==> src/rtl/spi_pm_pkg.sv <==
package spi_pm_pkg;
  localparam logic [1:0] A_CTRL = 2'd0;
  localparam logic [1:0] A_STAT = 2'd1;
  localparam logic [1:0] A_DATA = 2'd2;
  localparam int B_EN   = 0;
  localparam int B_MST  = 1;
  localparam int B_SIW  = 2;
  localparam int B_IE   = 3;
  localparam int B_BAUD = 4;
endpackage

==> src/rtl/spi_pm_sync.sv <==
module spi_pm_sync #(
  parameter int N = 3,
  parameter int STAGES = 2,
  parameter logic [N-1:0] RST_VAL = '0
) (
  input  logic         clk,
  input  logic         rst,
  input  logic [N-1:0] d,
  output logic [N-1:0] q
);
  logic [N-1:0] st [STAGES];

  always_ff @(posedge clk) begin
    if (rst) begin
      for (int i = 0; i < STAGES; i++) st[i] <= RST_VAL;
    end else begin
      st[0] <= d;
      for (int i = 1; i < STAGES; i++) st[i] <= st[i-1];
    end
  end

  assign q = st[STAGES-1];
endmodule

==> src/rtl/spi_pm_baud.sv <==
module spi_pm_baud #(
  parameter int SEL_W = 3
) (
  input  logic             clk,
  input  logic             rst,
  input  logic             run,
  input  logic [SEL_W-1:0] sel,
  output logic             tick
);
  localparam int CW = (1 << SEL_W) - 1;
  localparam logic [CW:0] ONE = 1;

  logic [CW-1:0] cnt;
  logic [CW-1:0] lim;

  assign lim  = CW'((ONE << sel) - ONE);
  assign tick = run && (cnt == lim);

  always_ff @(posedge clk) begin
    if (rst || !run) cnt <= '0;
    else if (tick)   cnt <= '0;
    else             cnt <= cnt + 1'b1;
  end

  // the divider never runs past its terminal count
  a_r4_div_in_range: assert property (@(posedge clk) disable iff (rst)
    run && !tick |=> !run || (cnt <= lim) || $changed(sel));
endmodule

==> src/rtl/spi_pm_engine.sv <==
module spi_pm_engine #(
  parameter int W = 8,
  parameter int SEL_W = 3
) (
  input  logic             clk,
  input  logic             rst,
  input  logic             en,
  input  logic             master,
  input  logic             lp,
  input  logic [SEL_W-1:0] baud_sel,
  input  logic             load,
  input  logic [W-1:0]     load_data,
  input  logic [W-1:0]     tx_buf,
  input  logic             miso_in,
  input  logic             sck_s,
  input  logic             mosi_s,
  input  logic             ss_s,
  output logic             sck_out,
  output logic             mosi_out,
  output logic             miso_out,
  output logic             miso_oe,
  output logic             idle,
  output logic             done,
  output logic [W-1:0]     done_data
);
  localparam int CNT_W = $clog2(W);
  localparam logic [CNT_W-1:0] LAST = CNT_W'(W - 1);

  logic [W-1:0]     sh, pend, done_d;
  logic [CNT_W-1:0] cnt;
  logic samp, m_busy, sck_q, sck_d, lp_q, ent_busy, pend_v, src_dr, oe_q, done_q;
  logic tick;

  wire m_run   = en && master && m_busy && !lp;
  wire m_frz   = en && master && lp;
  wire s_act   = en && !master && !ss_s;
  wire s_rise  = s_act && sck_s && !sck_d;
  wire s_fall  = s_act && !sck_s && sck_d;
  wire at_last = (cnt == LAST);
  wire lp_in   = lp && !lp_q;
  wire lp_out  = !lp && lp_q;
  wire [W-1:0] shifted = {sh[W-2:0], samp};

  spi_pm_baud #(.SEL_W(SEL_W)) u_baud (
    .clk(clk), .rst(rst), .run(m_run), .sel(baud_sel), .tick(tick)
  );

  always_ff @(posedge clk) begin
    if (rst) begin
      sh <= '0; pend <= '0; done_d <= '0; cnt <= '0;
      samp <= 1'b0; m_busy <= 1'b0; sck_q <= 1'b0; sck_d <= 1'b0;
      lp_q <= 1'b0; ent_busy <= 1'b0; pend_v <= 1'b0; src_dr <= 1'b0;
      oe_q <= 1'b0; done_q <= 1'b0;
    end else begin
      done_q <= 1'b0;
      sck_d  <= sck_s;
      lp_q   <= lp;
      oe_q   <= s_act;
      if (!en) begin
        cnt <= '0; m_busy <= 1'b0; sck_q <= 1'b0; pend_v <= 1'b0;
      end else if (master) begin
        if (load && !m_busy) begin
          sh <= load_data; m_busy <= 1'b1; cnt <= '0;
        end else if (tick) begin
          if (!sck_q) begin
            sck_q <= 1'b1; samp <= miso_in;
          end else begin
            sck_q <= 1'b0; sh <= shifted;
            if (at_last) begin
              cnt <= '0; m_busy <= 1'b0; done_q <= 1'b1; done_d <= shifted;
            end else begin
              cnt <= cnt + 1'b1;
            end
          end
        end
      end else begin
        m_busy <= 1'b0;
        sck_q  <= 1'b0;
        if (lp_in) ent_busy <= (cnt != '0);
        if (lp_out) begin
          if (pend_v && (ent_busy || cnt != '0)) begin
            done_q <= 1'b1; done_d <= pend;
          end
          pend_v <= 1'b0;
        end
        if (ss_s) begin
          cnt <= '0;
        end else if (s_rise) begin
          samp <= mosi_s;
        end else if (s_fall) begin
          if (at_last) begin
            cnt <= '0;
            if (lp) begin
              pend <= shifted; pend_v <= 1'b1;
              sh <= src_dr ? tx_buf : shifted;
            end else begin
              done_q <= 1'b1; done_d <= shifted; sh <= shifted; src_dr <= 1'b0;
            end
          end else begin
            sh <= shifted; cnt <= cnt + 1'b1;
          end
        end
        if (load) begin
          sh <= load_data; src_dr <= 1'b1;
        end
      end
    end
  end

  assign sck_out   = sck_q;
  assign mosi_out  = sh[W-1];
  assign miso_out  = sh[W-1];
  assign miso_oe   = oe_q;
  assign idle      = (cnt == '0) && !m_busy;
  assign done      = done_q;
  assign done_data = done_d;

  // a frozen master keeps its clock level and bit position
  a_r9_master_frozen: assert property (@(posedge clk) disable iff (rst)
    m_frz |=> $stable(sck_q) && $stable(cnt));
  // a disabled block holds no bit position and no clock
  a_r7_disabled_quiet: assert property (@(posedge clk) disable iff (rst)
    !en |=> (cnt == '0) && !sck_q);
  // deselected slave releases its output
  a_r11_deselect_release: assert property (@(posedge clk) disable iff (rst)
    ss_s && !master |=> !oe_q);
  // no completion reported by a slave while power saving holds
  a_r12_no_done_in_lp: assert property (@(posedge clk) disable iff (rst)
    en && !master && lp && lp_q |=> !done_q);
endmodule

==> src/rtl/spi_pm_core.sv <==
module spi_pm_core
  import spi_pm_pkg::*;
#(
  parameter int W = 8,
  parameter int SEL_W = 3
) (
  input  logic         clk,
  input  logic         rst,
  input  logic         reg_wr,
  input  logic         reg_rd,
  input  logic [1:0]   reg_addr,
  input  logic [W-1:0] reg_wdata,
  output logic [W-1:0] reg_rdata,
  input  logic         cpu_wait,
  input  logic         cpu_stop,
  output logic         irq,
  output logic         sck_out,
  output logic         mosi_out,
  output logic         mst_oe,
  input  logic         miso_in,
  input  logic         sck_in,
  input  logic         mosi_in,
  input  logic         ss_n_in,
  output logic         miso_out,
  output logic         miso_oe
);
  logic c_en, c_mst, c_siw, c_ie;
  logic [SEL_W-1:0] c_baud;
  logic [W-1:0] tx_buf, rx_buf, rd_mux;
  logic flag, arm;
  logic sck_s, mosi_s, ss_s;
  logic eng_idle, eng_done;
  logic [W-1:0] eng_data;

  wire lp       = cpu_stop || (cpu_wait && c_siw);
  wire data_acc = (reg_wr || reg_rd) && (reg_addr == A_DATA);
  wire load     = reg_wr && (reg_addr == A_DATA) && c_en && eng_idle;

  spi_pm_sync #(.N(3), .STAGES(2), .RST_VAL(3'b100)) u_sync (
    .clk(clk), .rst(rst),
    .d({ss_n_in, mosi_in, sck_in}),
    .q({ss_s, mosi_s, sck_s})
  );

  spi_pm_engine #(.W(W), .SEL_W(SEL_W)) u_eng (
    .clk(clk), .rst(rst), .en(c_en), .master(c_mst), .lp(lp),
    .baud_sel(c_baud), .load(load), .load_data(reg_wdata), .tx_buf(tx_buf),
    .miso_in(miso_in), .sck_s(sck_s), .mosi_s(mosi_s), .ss_s(ss_s),
    .sck_out(sck_out), .mosi_out(mosi_out), .miso_out(miso_out),
    .miso_oe(miso_oe), .idle(eng_idle), .done(eng_done), .done_data(eng_data)
  );

  always_comb begin
    rd_mux = '0;
    case (reg_addr)
      A_CTRL: begin
        rd_mux[B_EN]  = c_en;
        rd_mux[B_MST] = c_mst;
        rd_mux[B_SIW] = c_siw;
        rd_mux[B_IE]  = c_ie;
        rd_mux[B_BAUD +: SEL_W] = c_baud;
      end
      A_STAT:  rd_mux[W-1] = flag;
      A_DATA:  rd_mux = rx_buf;
      default: rd_mux = '0;
    endcase
  end

  always_ff @(posedge clk) begin
    if (rst) begin
      c_en <= 1'b0; c_mst <= 1'b0; c_siw <= 1'b0; c_ie <= 1'b0; c_baud <= '0;
      tx_buf <= '0; rx_buf <= '0; flag <= 1'b0; arm <= 1'b0;
      irq <= 1'b0; reg_rdata <= '0;
    end else begin
      irq <= flag && c_ie;
      if (reg_wr && reg_addr == A_CTRL) begin
        c_en   <= reg_wdata[B_EN];
        c_mst  <= reg_wdata[B_MST];
        c_siw  <= reg_wdata[B_SIW];
        c_ie   <= reg_wdata[B_IE];
        c_baud <= reg_wdata[B_BAUD +: SEL_W];
      end
      if (reg_wr && reg_addr == A_DATA) tx_buf <= reg_wdata;
      if (reg_rd) reg_rdata <= rd_mux;
      if (eng_done) begin
        flag <= 1'b1; rx_buf <= eng_data; arm <= 1'b0;
      end else if (flag && arm && data_acc) begin
        flag <= 1'b0; arm <= 1'b0;
      end else if (flag && reg_rd && reg_addr == A_STAT) begin
        arm <= 1'b1;
      end
    end
  end

  assign mst_oe = c_en && c_mst;

  // interrupt never without a pending flag
  a_r6_irq_needs_flag: assert property (@(posedge clk) disable iff (rst)
    !flag |=> !irq);
  // the flag only rises on a completed byte from the engine
  a_r3_flag_from_done: assert property (@(posedge clk) disable iff (rst)
    !flag && !eng_done |=> !flag);
  // the flag drops only after an armed data access
  a_r5_clear_needs_arm: assert property (@(posedge clk) disable iff (rst)
    flag && !(arm && data_acc) |=> flag);
endmodule

==> config.mk <==
export PLATFORM = sky130hd
export DESIGN_NAME = spi_pm_core
export DESIGN_NICKNAME = d
export VERILOG_FILES = /design/src/rtl/spi_pm_pkg.sv /design/src/rtl/spi_pm_sync.sv /design/src/rtl/spi_pm_baud.sv /design/src/rtl/spi_pm_engine.sv /design/src/rtl/spi_pm_core.sv
export SDC_FILE = /design/constraint.sdc
export NUM_CORES = 1
export LEC_CHECK = 0
export BUFFER_PORTS_ARGS = -buffer_cell sky130_fd_sc_hd__buf_4
export CAP_MARGIN = 25
export CORE_ASPECT_RATIO = 1.75
export CORE_MARGIN = 3
export CORE_UTILIZATION = 50
export CTS_BUF_LIST = sky130_fd_sc_hd__clkbuf_4
export CTS_CLUSTER_DIAMETER = 80
export DETAILED_ROUTE_END_ITERATION = 10
export PLACE_DENSITY = 0.7
export SYNTH_ARGS = -nofsm -noshare
export SYNTH_HDL_FRONTEND = slang
export SYNTH_SLANG_ARGS = --single-unit
==> constraint.sdc <==
create_clock -name clk -period 2.7 [get_ports clk]
set_input_delay 0.54 -clock clk [delete_from_list [all_inputs] [get_ports clk]]
set_output_delay 0.54 -clock clk [all_outputs]
set_load 0.005 [all_outputs]
==> results of run 1 <==
==> cells in the mapped netlist (all sizes together) (8+ instances only) <==
cell type	n	area, um^2
nand2	43	161
dfxtp	84	1680
o22a	8	70.1
nand3	21	105
buf	12	76.3
mux2	8	90.1
mux2i	30	300
a211oi	16	120
nor2	59	224
a21o	8	60.1
ha	8	100
inv	12	45.0
a21oi	31	166
a22oi	8	60.1
clkbuf	20	75.1
==> final timing paths <==
path	cells past startpoint	slack, ns	to	startpoint
hold / removal	2	0.30	u_sync.st[0][2]	ss_n_in
setup reg to reg	9	0.18	u_eng.done_data[7]	c_baud[0]
hold reg to reg	1	0.43	u_sync.st[0][5]	u_sync.st[0][2]
setup / recovery	9	0.18	u_eng.done_data[7]	c_baud[0]
==> state kept, by name, summed over array words and instances, names as in the netlist, 3 cells and up <==
signal	count
c_baud	3
u_eng.sh	8
u_eng.u_baud.cnt	7
tx_buf	8
u_eng.cnt	3
reg_rdata	8
u_eng.pend	8
u_sync.st	6
u_eng.done_data	8
rx_buf	8
==> cell type report <==
type / instances / area [um^2] / share of cell area
clock buffers: 12 / 90.1 / 0.0208
flip-flops and latches: 84 / 1680 / 0.389
well taps: 86 / 108 / 0.0249
multi-input cells: 311 / 2010 / 0.464
clock inverters: 4 / 16.3 / 0.00376
repair buffers: 50 / 375 / 0.0867
diodes: 1 / 2.50 / 0.000578
inverters: 12 / 45.0 / 0.0104
==> power by group through the flow <==
stage / sequential (W) / clock, W / combinational, W
2_1_floorplan: 0.00130 / 0 / 0.000104
3_3_place_gp: 0.00130 / 0 / 0.000166
3_5_place_dp: 0.00130 / 0 / 0.000168
4_1_cts: 0.00127 / 0.000630 / 0.000169
5_1_grt: 0.00127 / 0.000682 / 0.000188
6_report: 0.00127 / 0.000616 / 0.000170
==> metrics by stage <==
stage	total power (W)	area [um^2]	setup TNS (ns)
floorplan	0.00140	3880	0
global placement	0.00146	4210	0
detailed placement	0.00147	4210	0
CTS	0.00207	4320	0
global route	0.00214	4330	-0.0335
finish	0.00206	4330	0
==> critical path, delay by kind of cell (launching register included) <==
kind / cells / cell delay [ns]
compound gates: 3 / 0.79
simple gates: 3 / 0.72
flops: 1 / 0.40
buf+inv: 2 / 0.26
fa+ha+maj: 1 / 0.26
==> cells by family after synthesis <==
logic type | count (synthesis) | share of synthesized area
xor+xnor | 10 | 0.0226
fa+ha+maj | 8 | 0.0258
simple gates | 163 | 0.197
compound gates | 92 | 0.169
buf+inv | 44 | 0.0507
flops | 84 | 0.434
mux | 38 | 0.101
==> placed cells by master, fill, tap and decap left out, types with 3 or more instances in the layout <==
| cell type | synthesis | layout |
|---|---|---|
| nand2b_1 | 3 | 3 |
| mux2i_1 | 30 | 30 |
| o22a_1 | 8 | 8 |
| a21oi_1 | 28 | 28 |
| a22oi_1 | 8 | 8 |
| ha_1 | 8 | 7 |
| clkinv_1 | 0 | 3 |
| o21ai_0 | 4 | 4 |
| a21o_1 | 8 | 8 |
| xnor2_1 | 6 | 6 |
| a211oi_1 | 16 | 16 |
| nor2_1 | 58 | 58 |
| buf_4 | 1 | 50 |
| mux2_2 | 8 | 8 |
| nand3b_1 | 3 | 3 |
| and3_1 | 6 | 6 |
| nand2_1 | 43 | 43 |
| nand3_1 | 21 | 21 |
| nor3_1 | 4 | 4 |
| nand4_1 | 3 | 3 |
| dfxtp_1 | 84 | 83 |
| nor2b_1 | 7 | 7 |
| clkbuf_4 | 0 | 12 |
| xor2_1 | 4 | 4 |
| inv_1 | 12 | 12 |
==> layer usage <==
metal / up-vias / wire [um]
met3: 15 / 211
met4: 0 / 248
met5: - / 0
met1: 1532 / 3630
met2: 45 / 4870
li1: 1602 / -
==> repair_timing <==
| action | 4_1_cts | 5_1_grt |
|---|---|---|
| gates resized for setup | 0 | 3 |
| buffers inserted | 0 | 0 |
| endpoints found under the setup margin | 0 | 19 |
==> impl_metrics.py, run 1 <==
metrics = {
    "global_routing": {
        "grt_pass1_wl_um": 15000,
        "grt_max_degree": 43,
        "busiest_layer": "met2",
        "grt_pass1_vias": 3083,
        "grtUsageTotal": 0.216,
        "grt.met2_usage": 0.375,
        "grtUsageMet3": 0.0385,
        "grt_antenna_before_repair": 1,
        "grt_overflow": 0,
        "met1_usage": 0.250,
    },
    "sta": {
        "max_slew.worst_pin.slew_ns": 1.07,
        "min_period_ns": 2.52,
        "setup_viol": 0,
        "setup_ws_ns": 0.177,
        "fmax_ghz": 0.396,
        "hold_viol_final": 0,
        "final.period_utilization": 0.934,
        "slew_viol_final": 0,
        "relSlewSlack": 0.286,
        "holdWs_ns": 0.296,
        "fin_skew_ns": 0.00912,
    },
    "routing": {
        "drt_iter0_drc": 231,
        "viasPerCell": 5.70,
        "ant_nets": 0,
        "drt-wirelength-per-cell_um": 16.0,
        "finalWirelength_um": 8960,
        "drt_first_pass_iters": 4,
        "drc": 0,
        "vias": 3194,
    },
    "finish": {
        "nets": 496,
        "final_util": 0.586,
        "fillCellCount": 708,
        "layoutNonFillerInstCount": 560,
        "drive_gt1_frac": 0.175,
        "areaGrowthSynthToFinish_pct": 11.6,
    },
    "floorplan": {
        "initial_utilization": 0.525,
        "die-area_um2": 8890,
        "fp.coreArea_um2": 7390,
        "die_x_um": 72.6,
        "fp.dieH_um": 122,
        "rows": 41,
        "ios": 34,
    },
    "logic_synthesis": {
        "syn-num-nets": 467,
        "synth_ff_type": "dfxtp_1",
        "synthArstFlopShare": 0,
        "syn-cell-area_um2": 3880,
        "ys_types": 53,
        "yosysSeqAreaShare": 0.434,
        "synth_cells": 439,
        "ys_seq_elements": 84,
        "yosys_warnings": 0,
        "synth_edf_count": 0,
        "synth.avg_cell_area_um2": 8.83,
    },
    "setup_path": {
        "cp_cell_sequence": "inv_1 -> nand2_1 -> ha_2 -> nor4bb_1 -> o311ai_1 -> buf_4 -> a311o_1 -> and3_1 -> o22a_1",
        "cp_data_required_time_ns": 3.03,
        "start_kind": "flop",
        "cp_max_fo": 9,
        "cpPeakStageDelay_ns": 0.43,
        "crit_path_end_kind": "flop",
        "cpMaxStageDelayCell": "a311o_1",
        "crit_arrival_ns": 2.85,
        "criticalPathCategory": "flop to flop",
    },
    "pwr": {
        "switching_power_w": 0.000514,
        "p_int_w": 0.00154,
        "ir_drop_mv": 0.297,
        "power_leakage_nw": 1.80,
        "switching_share": 0.250,
        "power_density_nw_per_um2": 475,
        "pwr-share-comb": 0.082,
        "pwr-share-seq": 0.618,
        "p_clk_frac": 0.300,
    },
    "placement": {
        "placedCellCount": 543,
        "pre_cts_ws_ns": 0.116,
        "portBuffers": 33,
        "dp_hpwl_um": 6540,
        "place_congestion": 0.811,
    },
    "run": {
        "maxCapViolCount": 0,
    },
    "clocking": {
        "clockRootBuffer": "clkbuf_4",
        "cts_tree": "built",
        "cts_hold_buf": 0,
        "clock_latency_ns": 0.42,
        "cts_buffers": 9,
        "clk_pin_slew_ns": 0.12,
        "cts_htree_levels": 3,
        "clock_sinks": 84,
        "clockBufferDepth": 2,
    },
    "worst_hold_path": {
        "hp-class": "input port to flop",
    },
    "run_status": {
        "outcome": "complete, no violations",
    },
}
(Power assumes the default switching activity.)
==> inputs of run 2 (changes only) <==
Settings changed: ABC_AREA set to 1.
==> impl_metrics.py, run 2 <==
metrics = {
    "global_routing": {
        "grt_overflow": 0,
        "grt_pass1_wl_um": 16000,
        "grt_pass1_vias": 3405,
        "grtUsageTotal": 0.230,
        "grt_antenna_before_repair": 0,
        "grt_max_degree": 29,
    },
    "sta": {
        "rsz0062_at_grt": "false",
        "slew_viol_final": 0,
        "relSlewSlack": 0.585,
        "max_slew.worst_pin.slew_ns": 0.621,
        "setup_viol": 0,
        "min_period_ns": 2.39,
        "hold_viol_final": 0,
        "final.period_utilization": 0.887,
        "fin_skew_ns": 0.0148,
        "fmax_ghz": 0.418,
        "setup-tns-final_ns": 0,
    },
    "pwr": {
        "power_leakage_nw": 1.89,
        "power_density_nw_per_um2": 492,
        "ir_drop_mv": 0.229,
        "finalPower_w": 0.00213,
    },
    "logic_synthesis": {
        "yosys.area_share.simple": 0.255,
        "yosys_warnings": 0,
        "synth_ff_type": "dfxtp_1",
        "yosysSeqAreaShare": 0.425,
        "ys_types": 39,
        "synth.area.top_cells": "dfxtp_1 (43%), nand2_1 (8.5%), nor2_1 (8.1%)",
        "synth.avg_cell_area_um2": 7.08,
        "synthMostInstantiatedCell": "nand2_1",
        "ys_seq_elements": 84,
        "syn-cell-area_um2": 3950,
        "synth_cells": 558,
        "netlist.area_leader.share": 0.425,
        "synth-compound-area-share": 0.182,
        "synthTopCellsByCount": "nand2_1 (90), nor2_1 (85), dfxtp_1 (84), inv_1 (67), o21ai_0 (62)",
        "synthAdderAreaFrac": 0.0253,
        "synth_top_area_cell": "dfxtp_1",
        "synthArstFlopShare": 0,
        "synth.area.mux_share": 0.00253,
        "synth-xor-area-share": 0.0133,
        "syn-num-nets": 586,
        "synth_top_family_by_area": "simple AND/OR/NAND/NOR gates",
        "synth_edf_count": 0,
    },
    "worst_hold_path": {
        "holdPathStages": 2,
        "worstHoldEndpoint": "u_sync.st[0][2]",
        "holdCritStartpoint": "ss_n_in",
        "hp-class": "input port to flop",
    },
    "placement": {
        "dp_hpwl_um": 7200,
        "portBuffers": 33,
        "place_congestion": 0.932,
        "place_area_um2": 4230,
    },
    "setup_path": {
        "criticalPathCategory": "flop to flop",
        "rr_endpoint": "u_eng.cnt[1]",
        "cpMaxStageDelayCell": "dfxtp_1",
        "cp_data_required_time_ns": 3.07,
        "crit_arrival_ns": 2.76,
        "r2r_start": "c_baud[0]",
        "start_kind": "flop",
        "crit_buf_inv": 0,
        "path_delay_family": "simple AND/OR/NAND/NOR gates",
        "cp_cell_sequence": "nor2_1 -> nand2_1 -> ha_1 -> nand2_1 -> nand2_1 -> nor3_2 -> nand2_1 -> nor2_2 -> nand4_2 -> nand2_4 -> nand2_2 -> nand2_1 -> nand2_1 -> nor2_1",
        "cpMostUsedCell": "nand2_1",
        "rrSetupSlack_ns": 0.31,
        "cpPeakStageDelay_ns": 0.37,
        "crit_path_end_kind": "flop",
        "cp_max_fo": 19,
        "reg2reg_depth": 14,
    },
    "finish": {
        "most-common-layout-cells": "nand2_1 (90), nor2_1 (85), dfxtp_1 (84)",
        "diodes": 0,
        "fillCellCount": 749,
        "areaGrowthSynthToFinish_pct": 9.40,
        "seq_area_um2": 1680,
        "stdcell_area_um2": 4320,
        "nets": 613,
        "drive_gt1_frac": 0.128,
        "multiInputGateArea_um2": 1890,
        "layout_commonest_cell": "nand2_1",
    },
    "floorplan": {
        "fp.coreArea_um2": 7620,
        "die_x_um": 73.2,
        "fp.dieH_um": 124,
        "ios": 34,
        "rows": 42,
        "die-area_um2": 9050,
        "initial_utilization": 0.519,
    },
    "run": {
        "maxCapViolCount": 0,
    },
    "routing": {
        "viasPerCell": 5.34,
        "drt-wirelength-per-cell_um": 14.3,
        "drt_first_pass_iters": 8,
        "drt_iter0_drc": 201,
        "vias": 3603,
        "ant_nets": 0,
        "drc": 0,
        "finalWirelength_um": 9660,
    },
    "clocking": {
        "cts_setup_buffers": 0,
        "clock_latency_ns": 0.43,
        "cts_tree": "built",
        "cts_hold_buf": 0,
        "clk_pin_slew_ns": 0.12,
        "cts_buffers": 9,
        "cts_htree_levels": 3,
        "cts_resized": 0,
        "clockBufferDepth": 2,
        "clockRootBuffer": "clkbuf_4",
        "clock_sinks": 84,
    },
    "run_status": {
        "outcome": "complete, no violations",
    },
}
run 2: changes by cell type in the layout (fill, tap and decap cells not counted), sizes merged, moves of 7 or more:
cell / before / now
a211oi: 16 / 0
a21o: 8 / 0
a21oi: 31 / 60
a22oi: 8 / 0
buf: 50 / 37
inv: 12 / 72
mux2: 8 / 0
mux2i: 30 / 1
nand2: 43 / 95
nor2: 59 / 88
nor2b: 7 / 0
o21ai: 4 / 62
o22a: 8 / 0
run 2: worst max path at each step:
stage	slack, ns	start	to	cells after the start
after global placement	0.36	reg_addr[0]	u_eng.cnt[0]	13
after detailed placement	0.27	reg_addr[0]	u_eng.cnt[1]	13
after CTS	0.31	c_baud[0]	u_eng.cnt[1]	14
after floorplan	0.60	reg_addr[0]	u_eng.sh[0]	12
after global routing	0.07	c_baud[2]	u_eng.done_data[1]	14
final	0.31	c_baud[0]	u_eng.cnt[1]	14
run 2: kinds of logic (layout without fill, tap and decap cells):
group / after synthesis / in the layout
AOI/OAI and AO/OA: 136 / 136
xor gates and xnor gates: 6 / 6
adders and majority gates: 8 / 8
buffers and inverters: 93 / 122
DFF: 84 / 84
muxes: 1 / 1
and+or+nand+nor: 230 / 230
run 2: area by class of cell:
cell class | count | share of cell area
Clock buffer | 10 | 0.0174
Sequential cell | 84 | 0.389
Tap cell | 88 | 0.0255
Timing Repair Buffer | 37 | 0.0642
Clock inverter | 3 | 0.00405
Inverter | 72 | 0.0625
Multi-Input combinational cell | 381 | 0.437
run 2: stage by stage:
step | cells | worst slack (ns) | hold WS, ns | util
6_report | 675 | 0.305 | 0.294 | 0.567
5_1_grt | 675 | 0.0718 | 0.258 | 0.567
4_1_cts | 675 | 0.307 | 0.264 | 0.567
3_5_place_dp | 662 | 0.272 | 0.397 | 0.555
3_3_place_gp | 662 | 0.357 | 0.396 | 0.555
2_1_floorplan | 558 | 0.602 | 0.388 | -
run 2: worst reg2reg max path, stage by stage (launching register included):
cell,delay [ns]
dfxtp_1,0.37
nor2_1,0.23
nand2_1,0.12
ha_1,0.34
nand2_1,0.10
nand2_1,0.07
nor3_2,0.15
nand2_1,0.08
nor2_2,0.15
nand4_2,0.15
nand2_4,0.22
nand2_2,0.11
nand2_1,0.08
nand2_1,0.05
nor2_1,0.10
run 2: power by group:
part | internal (W) | switching, W
logic | 0.0000932 | 0.000152
clock network | 0.000182 | 0.000405
registers | 0.00127 | 0.0000234
total | 0.00155 | 0.000580
run 2: routing by layer:
metal,track usage,vias up,share of wire,wire (um)
li1,-,1854,-,-
met1,0.263,1652,0.41,3960
met2,0.400,82,0.52,4990
met3,0.0541,15,0.048,465
met4,0.0993,0,0.025,242
met5,0,-,0,0
==> inputs of run 3 (changes only) <==
Settings changed: CAP_MARGIN 25 to not set, CTS_BUF_LIST sky130_fd_sc_hd__clkbuf_4 to sky130_fd_sc_hd__clkbuf_16.
==> impl_metrics.py, run 3 (synthesis results as in run 2) <==
metrics = {
    "run_status": {
        "outcome": "complete, no violations",
    },
    "run": {
        "maxCapViolCount": 0,
    },
    "global_routing": {
        "grt_pass1_vias": 3414,
        "grtUsageTotal": 0.231,
        "grt_max_degree": 29,
        "grt_overflow": 0,
        "grt_pass1_wl_um": 16100,
        "grt_antenna_before_repair": 0,
    },
    "setup_path": {
        "crit_arrival_ns": 2.65,
        "cp_max_fo": 19,
        "criticalPathCategory": "flop to flop",
        "crit_path_end_kind": "flop",
        "start_kind": "flop",
        "cp_data_required_time_ns": 2.97,
    },
    "clocking": {
        "clock_latency_ns": 0.33,
        "cts_setup_buffers": 0,
        "clockBufferDepth": 2,
        "cts_buffers": 9,
        "cts_htree_levels": 3,
        "clock_sinks": 84,
        "cts_hold_buf": 0,
        "clk_pin_slew_ns": 0.06,
        "clockRootBuffer": "clkbuf_16",
        "cts_resized": 0,
        "cts_tree": "built",
    },
    "floorplan": {
        "fp.dieH_um": 124,
        "initial_utilization": 0.519,
        "fp.coreArea_um2": 7620,
        "die_x_um": 73.2,
        "die-area_um2": 9050,
        "ios": 34,
        "rows": 42,
    },
    "placement": {
        "dp_hpwl_um": 7200,
        "portBuffers": 33,
        "pre_cts_ws_ns": 0.272,
        "place_area_um2": 4230,
        "place_congestion": 0.932,
    },
    "sta": {
        "min_period_ns": 2.39,
        "final.period_utilization": 0.884,
        "setup-tns-final_ns": 0,
        "fmax_ghz": 0.419,
        "relSlewSlack": 0.591,
        "max_slew.worst_pin.slew_ns": 0.612,
        "fin_skew_ns": 0.00429,
        "setup_viol": 0,
        "hold_viol_final": 0,
        "rsz0062_at_grt": "false",
        "slew_viol_final": 0,
        "holdWs_ns": 0.389,
        "setup_ws_ns": 0.314,
    },
    "pwr": {
        "power_leakage_nw": 1.96,
        "power_density_nw_per_um2": 581,
        "ir_drop_mv": 0.325,
    },
    "routing": {
        "finalWirelength_um": 9670,
        "vias": 3620,
        "drt_first_pass_iters": 5,
        "drt_iter0_drc": 200,
        "drc": 0,
        "viasPerCell": 5.36,
        "ant_nets": 0,
        "drt-wirelength-per-cell_um": 14.3,
    },
    "finish": {
        "stdcell_area_um2": 4480,
        "nets": 613,
        "drive_gt1_frac": 0.126,
        "diodes": 0,
        "fillCellCount": 723,
        "most-common-layout-cells": "nand2_1 (90), nor2_1 (85), dfxtp_1 (84)",
        "areaGrowthSynthToFinish_pct": 13.3,
        "layout_commonest_cell": "nand2_1",
    },
    "worst_hold_path": {
        "hp-class": "input port to flop",
    },
}
[run 3: cell count changes in the layout (fill, tap and decap cells not counted), sizes merged]
cell	delta
inv	+1
clkbuf	-1
[run 3: cell type report]
type	count	area, um^2	area share
clock inverters	4	21.3	0.00475
repair buffers	37	278	0.0620
well taps	88	110	0.0246
flip-flops and latches	84	1680	0.376
multi-input cells	381	1890	0.422
clock buffers	9	225	0.0503
inverters	72	270	0.0604
[run 3: layer usage]
layer	part of all wire	wire, um	up-vias	GRT usage
met4	0.029	284	0	0.105
met3	0.045	433	21	0.0468
met5	0	0	-	0
met1	0.41	3940	1662	0.266
met2	0.52	5020	80	0.403
li1	-	-	1857	-
[run 3: metrics by stage]
step	power, W	instances	util
5_1_grt	0.00272	675	0.588
3_3_place_gp	0.00156	662	0.555
6_report	0.00260	675	0.588
2_1_floorplan	0.00149	558	-
3_5_place_dp	0.00157	662	0.555
4_1_cts	0.00262	675	0.588
[run 3: path summary, 6_finish.rpt]
| path | cells after the start | from | slack (ns) | end |
|---|---|---|---|---|
| hold reg to reg | 2 | u_sync.st[0][1] | 0.41 | u_sync.st[0][4] |
| hold / removal | 2 | ss_n_in | 0.39 | u_sync.st[0][2] |
| setup / recovery | 14 | c_baud[0] | 0.31 | u_eng.cnt[1] |
| setup reg to reg | 14 | c_baud[0] | 0.31 | u_eng.cnt[1] |
[run 3: worst max-delay path, cell delays in order (launching register included)]
cell and delay (ns):
dfxtp_1 0.35, nor2_1 0.24, nand2_1 0.12, ha_1 0.34
nand2_1 0.10, nand2_1 0.07, nor3_2 0.15, nand2_1 0.08
nor2_2 0.16, nand4_2 0.15, nand2_4 0.22, nand2_2 0.11
nand2_1 0.08, nand2_1 0.05, nor2_1 0.10
[run 3: where the power goes]
part           internal (W)  switching (W)
registers           0.00127      0.0000233
clock network      0.000600       0.000460
logic             0.0000932       0.000152
